## src/rtl/refresh_timer_pkg.sv

```systemverilog
package refresh_timer_pkg;

   typedef enum logic [1:0] {
      RATE_OFF  = 2'b00,
      RATE_FAST = 2'b01,
      RATE_MID  = 2'b10,
      RATE_SLOW = 2'b11
   } rate_e;

   // period in tenths of a microsecond times clock in MHz, floored
   function automatic int unsigned interval_cycles(int unsigned tenth_us,
                                                   int unsigned mhz);
      return (tenth_us * mhz) / 10;
   endfunction

endpackage

```

## src/rtl/refresh_interval_ctr.sv

```systemverilog
module refresh_interval_ctr
   import refresh_timer_pkg::*;
#(
   parameter int unsigned T_FAST = 78,
   parameter int unsigned T_MID  = 156,
   parameter int unsigned T_SLOW = 1250,
   parameter int unsigned F_LO   = 66,
   parameter int unsigned F_MID  = 100,
   parameter int unsigned F_HI   = 133
) (
   input  logic       clk,
   input  logic       rst_n,
   input  logic [1:0] freq_sel,
   input  logic [1:0] rate_sel,
   output logic       tick,
   output logic       clear
);

   localparam int unsigned MAX_CYC = interval_cycles(T_SLOW, F_HI);
   localparam int unsigned MIN_CYC = interval_cycles(T_FAST, F_LO);
   localparam int unsigned CNT_W   = $clog2(MAX_CYC);

   if (!(T_FAST < T_MID && T_MID < T_SLOW)) begin : g_bad_periods
      $error("refresh periods must be strictly increasing");
   end
   if (!(F_LO < F_MID && F_MID < F_HI)) begin : g_bad_freqs
      $error("clock rates must be strictly increasing");
   end
   if (MIN_CYC < 2) begin : g_bad_min
      $error("shortest period must be at least two cycles");
   end

   function automatic int unsigned tenths_of(int unsigned r);
      return (r == 1) ? T_FAST : (r == 2) ? T_MID : T_SLOW;
   endfunction

   function automatic int unsigned mhz_of(int unsigned f);
      return (f == 0) ? F_LO : (f == 1) ? F_MID : F_HI;
   endfunction

   logic [CNT_W-1:0] reload_tbl [4][4];

   for (genvar f = 0; f < 4; f++) begin : g_freq
      for (genvar r = 0; r < 4; r++) begin : g_rate
         localparam int unsigned CYC =
            (r == 0) ? 1 : interval_cycles(tenths_of(r), mhz_of(f));
         assign reload_tbl[f][r] = CNT_W'(CYC - 1);
      end
   end

   rate_e            rate_q;
   logic [CNT_W-1:0] cnt_q;
   logic             changed;
   logic [1:0]       idx;
   logic [CNT_W-1:0] load_val;

   assign changed  = (rate_sel != rate_q);
   assign idx      = changed ? rate_sel : rate_q;
   assign load_val = reload_tbl[freq_sel][idx];
   assign tick     = (rate_q != RATE_OFF) && !changed && (cnt_q == '0);
   assign clear    = changed && (rate_sel == RATE_OFF);

   always_ff @(posedge clk) begin
      if (!rst_n) begin
         rate_q <= RATE_OFF;
         cnt_q  <= '0;
      end else if (changed) begin
         rate_q <= rate_e'(rate_sel);
         cnt_q  <= load_val;
      end else if (rate_q != RATE_OFF) begin
         cnt_q  <= (cnt_q == '0) ? load_val : cnt_q - 1'b1;
      end
   end

endmodule

```

## src/rtl/refresh_pending_ctr.sv

```systemverilog
module refresh_pending_ctr #(
   parameter int unsigned PEND_MAX   = 8,
   parameter bit          SAT_STICKY = 1'b1,
   localparam int unsigned PW        = $clog2(PEND_MAX + 1)
) (
   input  logic          clk,
   input  logic          rst_n,
   input  logic          tick,
   input  logic          ack,
   input  logic          clear,
   output logic [PW-1:0] count,
   output logic          sat
);

   if (PEND_MAX < 1) begin : g_bad_depth
      $error("pending limit must be at least one");
   end

   localparam logic [PW-1:0] MAX_V = PW'(PEND_MAX);

   logic [PW-1:0] count_q;
   logic          take;
   logic          over;

   assign take = ack && (count_q != '0);
   assign over = tick && !take && (count_q == MAX_V);

   always_ff @(posedge clk) begin
      if (!rst_n) begin
         count_q <= '0;
      end else if (clear) begin
         count_q <= '0;
      end else if (tick && !take) begin
         if (count_q != MAX_V) count_q <= count_q + 1'b1;
      end else if (!tick && take) begin
         count_q <= count_q - 1'b1;
      end
   end

   if (SAT_STICKY) begin : g_sticky
      logic sat_q;
      always_ff @(posedge clk) begin
         if (!rst_n || clear) sat_q <= 1'b0;
         else if (over)       sat_q <= 1'b1;
      end
      assign sat = sat_q;
   end else begin : g_pulse
      logic sat_q;
      always_ff @(posedge clk) begin
         if (!rst_n || clear) sat_q <= 1'b0;
         else                 sat_q <= over;
      end
      assign sat = sat_q;
   end

   assign count = count_q;

endmodule

```

## src/rtl/refresh_timer.sv

```systemverilog
module refresh_timer #(
   parameter int unsigned PEND_MAX = 8,
   localparam int unsigned PW      = $clog2(PEND_MAX + 1)
) (
   input  logic          clk,
   input  logic          rst_n,
   input  logic [1:0]    freq_sel,
   input  logic [1:0]    rate_sel,
   input  logic          refresh_ack,
   output logic          refresh_tick,
   output logic          refresh_req,
   output logic [PW-1:0] pending_cnt,
   output logic          pending_sat
);

   logic tick;
   logic clear;

   refresh_interval_ctr u_interval (
      .clk      (clk),
      .rst_n    (rst_n),
      .freq_sel (freq_sel),
      .rate_sel (rate_sel),
      .tick     (tick),
      .clear    (clear)
   );

   refresh_pending_ctr #(
      .PEND_MAX   (PEND_MAX),
      .SAT_STICKY (1'b1)
   ) u_pending (
      .clk   (clk),
      .rst_n (rst_n),
      .tick  (tick),
      .ack   (refresh_ack),
      .clear (clear),
      .count (pending_cnt),
      .sat   (pending_sat)
   );

   assign refresh_tick = tick;
   assign refresh_req  = (pending_cnt != '0);

endmodule

```

## config.mk

```make
export PLATFORM = sky130hd
export DESIGN_NAME = refresh_timer
export DESIGN_NICKNAME = d
export VERILOG_FILES = /design/src/rtl/refresh_timer_pkg.sv /design/src/rtl/refresh_interval_ctr.sv /design/src/rtl/refresh_pending_ctr.sv /design/src/rtl/refresh_timer.sv
export SDC_FILE = /design/constraint.sdc
export NUM_CORES = 1
export LEC_CHECK = 0
export BUFFER_PORTS_ARGS = -buffer_cell sky130_fd_sc_hd__buf_4
export CORE_AREA = 2 2 63 65
export CTS_CLUSTER_SIZE = 40
export DETAILED_ROUTE_END_ITERATION = 8
export DIE_AREA = 0 0 65 67
export MAX_ROUTING_LAYER = met4
export PLACE_DENSITY = 0.74
export SLEW_MARGIN = 20
export SYNTH_ARGS = -nofsm -noshare
export SYNTH_HDL_FRONTEND = slang
export SYNTH_HIERARCHICAL = 1
export SYNTH_SLANG_ARGS = --single-unit
```

## constraint.sdc

```tcl
create_clock -name clk -period 6.1 [get_ports clk]
set_input_delay 0 -clock clk [delete_from_list [all_inputs] [get_ports clk]]
set_output_delay 0 -clock clk [all_outputs]
set_load 0.02 [all_outputs]
```

==> results by group, run 1 <==
GRT
  • Global route overflow: 0
  • First-pass GRT wire length: 6.51 mm
  • Largest net degree at the start of global routing: 16
  • Vias in the first global route: 1,365
  • Total Routing Usage GR: 19.5%
  • Antenna violations before repair: 0

Synth
  • Area contributors post-synth: dfxtp_1 (27%), a21oi_1 (6.9%), nor2_1 (4.7%)
  • Post-synthesis net count: 217
  • Main combinational cell family by area after synthesis: simple AND/OR/NAND/NOR gates
  • Mapped Cells: 205
  • Post-synthesis cell type count: 56
  • FFs w/ async S/R, synth: 0%
  • Commonest cells in the netlist: a21oi_1 (22), dfxtp_1 (22), nor2_1 (20)
  • Fraction of synthesized area in multiplexers: 2.57%
  • Synth area leader: dfxtp_1
  • Yosys warning count: 6
  • XOR/XNOR Fraction of Synth Area: 4.36%
  • Synth Area in Simple Gates: 30.2%
  • #FFs+latches synth: 22
  • Compound-cell area share of the yosys netlist: 26.1%
  • Cell area after synthesis: 1610 um2
  • Seq/Total Area, Yosys: 27.4%
  • EDFF count, synth: 0
  • Synth Flop Type: dfxtp_1
  • Synth top area share: 27.4%
  • Syn Area/Cell: 7.84 um2
  • Synth Area in Adders: 4.36%

Die
  • Top Ports: 14
  • Starting density of the core: 44.6%
  • Die Height: 67 um
  • DIE AREA: 4360 um2
  • FP Rows: 22
  • Floorplan Core Area: 3610 um2
  • Die width: 65 um

Route
  • DR pass1 iterations: 4
  • Vias/cell: 6.05
  • Vias: 1,574
  • Final wirelength: 3.85 mm
  • Post-route ant nets: 0
  • Starting DRC count in detailed routing: 110
  • Wirelength per Cell: 14.8 um
  • DRC Markers: 0

Worst hold path
  • Hold Crit Depth: 2
  • Min-delay src: rst_n
  • Hold WC Path Type: input pin to register
  • Hold EP: u_interval/cnt_q[10]$_SDFFE_PN0P_

Pwr
  • VDD IR max: 0.000209 V
  • Tot Pwr: 621 uW
  • P_int: 351 uW
  • Register share of total power: 36.2%
  • LEAKAGE: 0.646 nW
  • Comb pwr share: 49.2%
  • NetSw: 269 uW
  • Switching share of power: 43.4%
  • Clock share of power: 14.6%
  • Pwr Density: 354 nW/um2

Setup path
  • Crit path capture type: register
  • Reg-to-Reg Start: u_interval/cnt_q[0]$_SDFFE_PN0P_
  • Reg2reg end: u_pending/count[3]$_SDFFE_PP0P_
  • Critical Path RT: 6.29 ns
  • Flop2flop setup slack: 2.92 ns
  • Critical Path Max Stage Delay: 0.56 ns
  • Crit path from: u_interval/cnt_q[0]$_SDFFE_PN0P_
  • Worst Reg-to-Reg Cells: 11
  • Arrival @ worst endpoint: 3.37 ns
  • Kind of critical path: register to register
  • CP cell instances: inv_1, ha_1, nor4b_2, nand4_1, nor2_1, nand2_1, ha_1, nand3_1, a2111oi_0, a31oi_1, a31oi_1
  • Worst path slowest cell: nor2_1
  • Crit-path max FO: 10
  • CP Launch Type: register

Finish
  • Final non-filler cell total: 260
  • Area growth syn-to-layout: 9.03%
  • Fillers: 361
  • Core Util, Final: 48.6%
  • Nets: 226
  • Final Cell Area: 1750 um2
  • Share of post-route cells with drive strength above 1: 12.7%
  • Antenna diodes: 0

CTS
  • Hold buffer count at CTS: 0
  • Post-CTS setup buffers: 0
  • CTS Root Cell: clkbuf_8
  • Worst-Skew Late Latency: 0.27 ns
  • Cts bufs inserted: 3
  • Clock sinks: 22
  • Max H-tree Level: 1
  • Clk buf depth: 2
  • CTS tree: done
  • Post-CTS resize count: 0
  • Clock slew seen by the registers of the worst setup and hold paths: 0.08 ns

Timing
  • RSZ-0062 raised after global routing: no
  • Min Tclk post-route: 3.18 ns
  • Clock Skews: 0.00735 ns
  • Worst relative slew slack: 47.9%
  • Setup TNS: 0 ns
  • Worst-margin pin slew: 0.775 ns
  • Max Fclk: 314 MHz
  • Final hold violations: 0
  • Pins Over Slew Limit: 0
  • Endpoints failing setup: 0
  • Period utilisation layout: 52.2%

Placement
  • Cells after DPL: 257
  • RePlAce Congestion: 0.938
  • Placed cell area: 1710 um2
  • IO Port Bufs: 13
  • HPWL after detailed placement: 2.75 mm

Outcome
  • Outcome: complete, no violations

Job
  • Max_cap viols: 0
## power by group through the flow
stage | logic [mW] | clock network [mW] | registers [mW]
4_1_cts | 0.301 | 0.0926 | 0.224
5_1_grt | 0.332 | 0.102 | 0.233
3_5_place_dp | 0.300 | 0 | 0.227
6_report | 0.305 | 0.0908 | 0.224
2_1_floorplan | 0.224 | 0 | 0.227
3_3_place_gp | 0.299 | 0 | 0.226
## flip-flops by register name (all words and copies together), names as in the netlist
| signal | flops |
|---|---|
| u_interval/cnt_q | 15 |
| u_pending/count | 4 |
| u_interval/rate_q | 2 |
| u_pending/sat | 1 |
## layout by cell type (no fill, tap or decap), types with 3 or more instances in the layout
cell,synthesis,routed
a31oi_1,6,6
xnor2_1,6,6
nor2b_1,4,4
or4_1,3,3
dfxtp_1,22,22
clkbuf_8,0,3
nor3_1,7,7
o21ai_0,10,10
nor2_1,20,20
nand2_1,17,17
o22ai_1,4,4
nand3_1,9,9
a21oi_1,22,22
or3_1,3,3
mux2i_1,3,3
o31ai_1,3,3
a211oi_1,3,3
ha_1,4,4
and2_1,3,3
inv_1,5,5
buf_4,1,14
## through the flow
step	hold slack [ns]	setup slack [ns]
2_1_floorplan	0.160	3.39
3_3_place_gp	0.324	3.18
3_5_place_dp	0.316	3.08
4_1_cts	0.0331	3.01
5_1_grt	0.0373	2.78
6_report	0.0362	2.92
## worst max-delay path by stage
| stage | slack, ns | depth (start not counted) | to |
|---|---|---|---|
| CTS | 3.01 | 11 | u_pending/count[3]$_SDFFE_PP0P_ |
| floorplan | 3.39 | 12 | u_pending/count[3]$_SDFFE_PP0P_ |
| detailed placement | 3.08 | 11 | u_pending/count[3]$_SDFFE_PP0P_ |
| global route | 2.78 | 11 | u_pending/count[3]$_SDFFE_PP0P_ |
| global placement | 3.18 | 11 | u_pending/count[3]$_SDFFE_PP0P_ |
| finish | 2.92 | 11 | u_pending/count[3]$_SDFFE_PP0P_ |
## cells by family (layout without fill, tap and decap cells)
group,Yosys count,after routing
and+or+nand+nor,87,87
AOI/OAI and AO/OA,64,64
DFF,22,22
buffers and inverters,15,22
xor gates and xnor gates,8,8
adders and majority gates,5,5
muxes,4,4
## per-layer routing
layer  GRT usage, %  part of all wire, %  up-vias
met2           28.7                   42       80
li1               -                    -      776
met4           6.65                  1.7        0
met3           2.36                  7.1        7
met5              -                    0        -
met1           27.5                   49      711
## critical path, delay by kind of cell, from the launching register on
family	cells	cell delay, ns
compound gates	3	0.75
flops	1	0.35
buf+inv	1	0.12
simple gates	5	1.36
fa+ha+maj	2	0.54
## area by class of cell
cell class	instances	area [um2]	share of cell area, %
clock buffer	3	41.3	2.36
sequential	22	440	25.1
inverter	5	18.8	1.07
tap	48	60.1	3.43
multi-input combinational	168	1090	62.0
timing repair buffer	14	105	6.00
Power figures use the tool's default switching activity.
==> inputs of run 2 (changes only) <==
==> constraint.sdc (replaced) <==
create_clock -name clk -period 3.25 [get_ports clk]
set_input_delay 0 -clock clk [delete_from_list [all_inputs] [get_ports clk]]
set_output_delay 0 -clock clk [all_outputs]
set_load 0.02 [all_outputs]
==> run 2 against run 1 <==
  * Setup slack worse by 2.4 ns
  * Clock skew is 0.0014 ns higher
  * Critical path type unchanged
  * Via count is 1.5% higher
==> results by group, run 2 (synthesis results as in run 1) <==
Outcome
  • Outcome: complete, no violations (unchanged)

Pwr
  • VDD IR max: 0.000476 V (was 0.000209 V)
  • Tot Pwr: 1.23 mW (was 621 uW)
  • LEAKAGE: 0.668 nW (was 0.646 nW)
  • Pwr Density: 688 nW/um2 (was 354 nW/um2)

Die
  • FP Rows: 22 (unchanged)
  • Die width: 65 um (unchanged)
  • DIE AREA: 4360 um2 (unchanged)
  • Starting density of the core: 44.6% (unchanged)
  • Die Height: 67 um (unchanged)
  • Top Ports: 14 (unchanged)
  • Floorplan Core Area: 3610 um2 (unchanged)

Timing
  • Setup TNS: 0 ns (unchanged)
  • Worst relative slew slack: 43.9% (was 47.9%)
  • Final hold violations: 0 (unchanged)
  • Min Tclk post-route: 2.70 ns (was 3.18 ns)
  • Endpoints failing setup: 0 (unchanged)
  • Worst-margin pin slew: 0.835 ns (was 0.775 ns)
  • Max Fclk: 371 MHz (was 314 MHz)
  • Period utilisation layout: 83.0% (was 52.2%)
  • RSZ-0062 raised after global routing: no (unchanged)
  • Pins Over Slew Limit: 0 (unchanged)
  • Hold_ws: 0.0375 ns (was 0.0362 ns)
  • Clock Skews: 0.00875 ns (was 0.00735 ns)

Finish
  • Nets: 229 (was 226)
  • Antenna diodes: 0 (unchanged)
  • Biggest register: u_interval/cnt_q (unchanged)
  • Area growth syn-to-layout: 11.3% (was 9.03%)
  • Max reg flops: 15 (unchanged)
  • Fillers: 340 (was 361)
  • Commonest cells after routing, fill and taps aside: a21oi_1 (22), dfxtp_1 (22), nor2_1 (20) (unchanged)
  • Share of post-route cells with drive strength above 1: 14.4% (was 12.7%)

CTS
  • Cts bufs inserted: 3 (unchanged)
  • Max H-tree Level: 1 (unchanged)
  • Worst-Skew Late Latency: 0.27 ns (about the same)
  • CTS tree: done (unchanged)
  • Clk buf depth: 2 (unchanged)
  • Clock slew seen by the registers of the worst setup and hold paths: 0.09 ns (was 0.08 ns)
  • CTS Root Cell: clkbuf_8 (unchanged)
  • Post-CTS setup buffers: 0 (unchanged)
  • Hold buffer count at CTS: 0 (unchanged)
  • Post-CTS resize count: 0 (unchanged)
  • Clock sinks: 22 (unchanged)

Setup path
  • Crit-path max FO: 10 (unchanged)
  • CP cell instances: inv_1, ha_1, nor4b_2, nand4_1, nor2_1, buf_4, nand2_1, ha_1, nand3_1, a2111oi_0, a31oi_1, a31oi_1 (was inv_1, ha_1, nor4b_2, nand4_1, nor2_1, nand2_1, ha_1, nand3_1, a2111oi_0, a31oi_1, a31oi_1)
  • Crit path capture type: register (unchanged)
  • Critical Path Max Stage Delay: 0.44 ns (was 0.56 ns)
  • Critical Path RT: 3.44 ns (was 6.29 ns)
  • Kind of critical path: register to register (unchanged)
  • Arrival @ worst endpoint: 2.89 ns (was 3.37 ns)
  • Worst path slowest cell: a2111oi_0 (was nor2_1)
  • CP top delay family: simple AND/OR/NAND/NOR gates (unchanged)
  • CP Launch Type: register (unchanged)
  • Critical path buffers and inverters: 2 (was 1)

Route
  • Post-route ant nets: 0 (unchanged)
  • DR pass1 iterations: 5 (was 4)
  • DRC Markers: 0 (unchanged)
  • Final wirelength: 4.09 mm (was 3.85 mm)
  • Wirelength per Cell: 15.5 um (was 14.8 um)
  • Starting DRC count in detailed routing: 111 (was 110)
  • Vias/cell: 6.05 (about the same)
  • Vias: 1,598 (was 1,574)

Placement
  • RePlAce Congestion: 0.930 (was 0.938)
  • HPWL after detailed placement: 2.90 mm (was 2.75 mm)
  • IO Port Bufs: 13 (unchanged)

GRT
  • Total Routing Usage GR: 20.9% (was 19.5%)
  • Largest net degree at the start of global routing: 16 (unchanged)
  • Vias in the first global route: 1,471 (was 1,365)
  • First-pass GRT wire length: 6.95 mm (was 6.51 mm)
  • Global route overflow: 0 (unchanged)
  • Antenna violations before repair: 0 (unchanged)

Job
  • Max_cap viols: 0 (unchanged)

Worst hold path
  • Hold WC Path Type: input pin to register (unchanged)
[run 2: cell types whose count changed in the layout (fill, tap and decap cells not counted), sizes merged]
cell	change
buf	+3
clkbuf	+1
[run 2: layout make-up]
| class | instances | area, um2 | share of cell area (%) |
|---|---|---|---|
| tap | 48 | 60.1 | 3.36 |
| multi-input combinational | 168 | 1090 | 60.7 |
| timing repair buffer | 17 | 128 | 7.14 |
| sequential | 22 | 440 | 24.6 |
| clock buffer | 4 | 55.1 | 3.08 |
| inverter | 5 | 18.8 | 1.05 |
[run 2: path summary, 6_finish.rpt]
kind	from	endpoint	slack (ns)	cells past startpoint
worst max-delay path	u_interval/cnt_q[0]$_SDFFE_PN0P_	u_pending/count[3]$_SDFFE_PP0P_	0.55	12
worst min-delay path	rst_n	u_interval/cnt_q[10]$_SDFFE_PN0P_	0.04	2
worst max register to register	u_interval/cnt_q[0]$_SDFFE_PN0P_	u_pending/count[3]$_SDFFE_PP0P_	0.55	12
worst min register to register	u_pending/sat$_SDFFE_PP0P_	u_pending/sat$_SDFFE_PP0P_	0.49	2
[run 2: report_power, final]
group	switching [mW]	internal (mW)	total (mW)
combinational	0.338	0.268	0.606
clock	0.0929	0.108	0.201
sequential	0.0966	0.327	0.424
total	0.528	0.703	1.23
[run 2: worst reg2reg max path, stage by stage, from the launching register on]
cell and delay, ns:
dfxtp_1 0.34, inv_1 0.10, ha_1 0.16, nor4b_2 0.24
nand4_1 0.18, nor2_1 0.13, buf_4 0.17, nand2_1 0.12
ha_1 0.36, nand3_1 0.17, a2111oi_0 0.44, a31oi_1 0.07
a31oi_1 0.14
[run 2: layer usage]
layer	up-vias	share of wire [%]	track usage, %
met5	-	0	-
met4	0	2.1	8.78
met3	11	7.9	1.86
met2	93	45	31.6
met1	709	45	28.8
li1	785	-	-
[run 2: metrics by stage]
step,utilization [%],setup slack [ns],std cells,cell area [um2]
3_3_place_gp,48.1,0.758,260,1730
4_1_cts,49.6,0.566,264,1790
5_1_grt,49.6,0.291,264,1790
3_5_place_dp,48.1,0.623,260,1730
6_report,49.6,0.553,264,1790
2_1_floorplan,-,0.540,205,1610
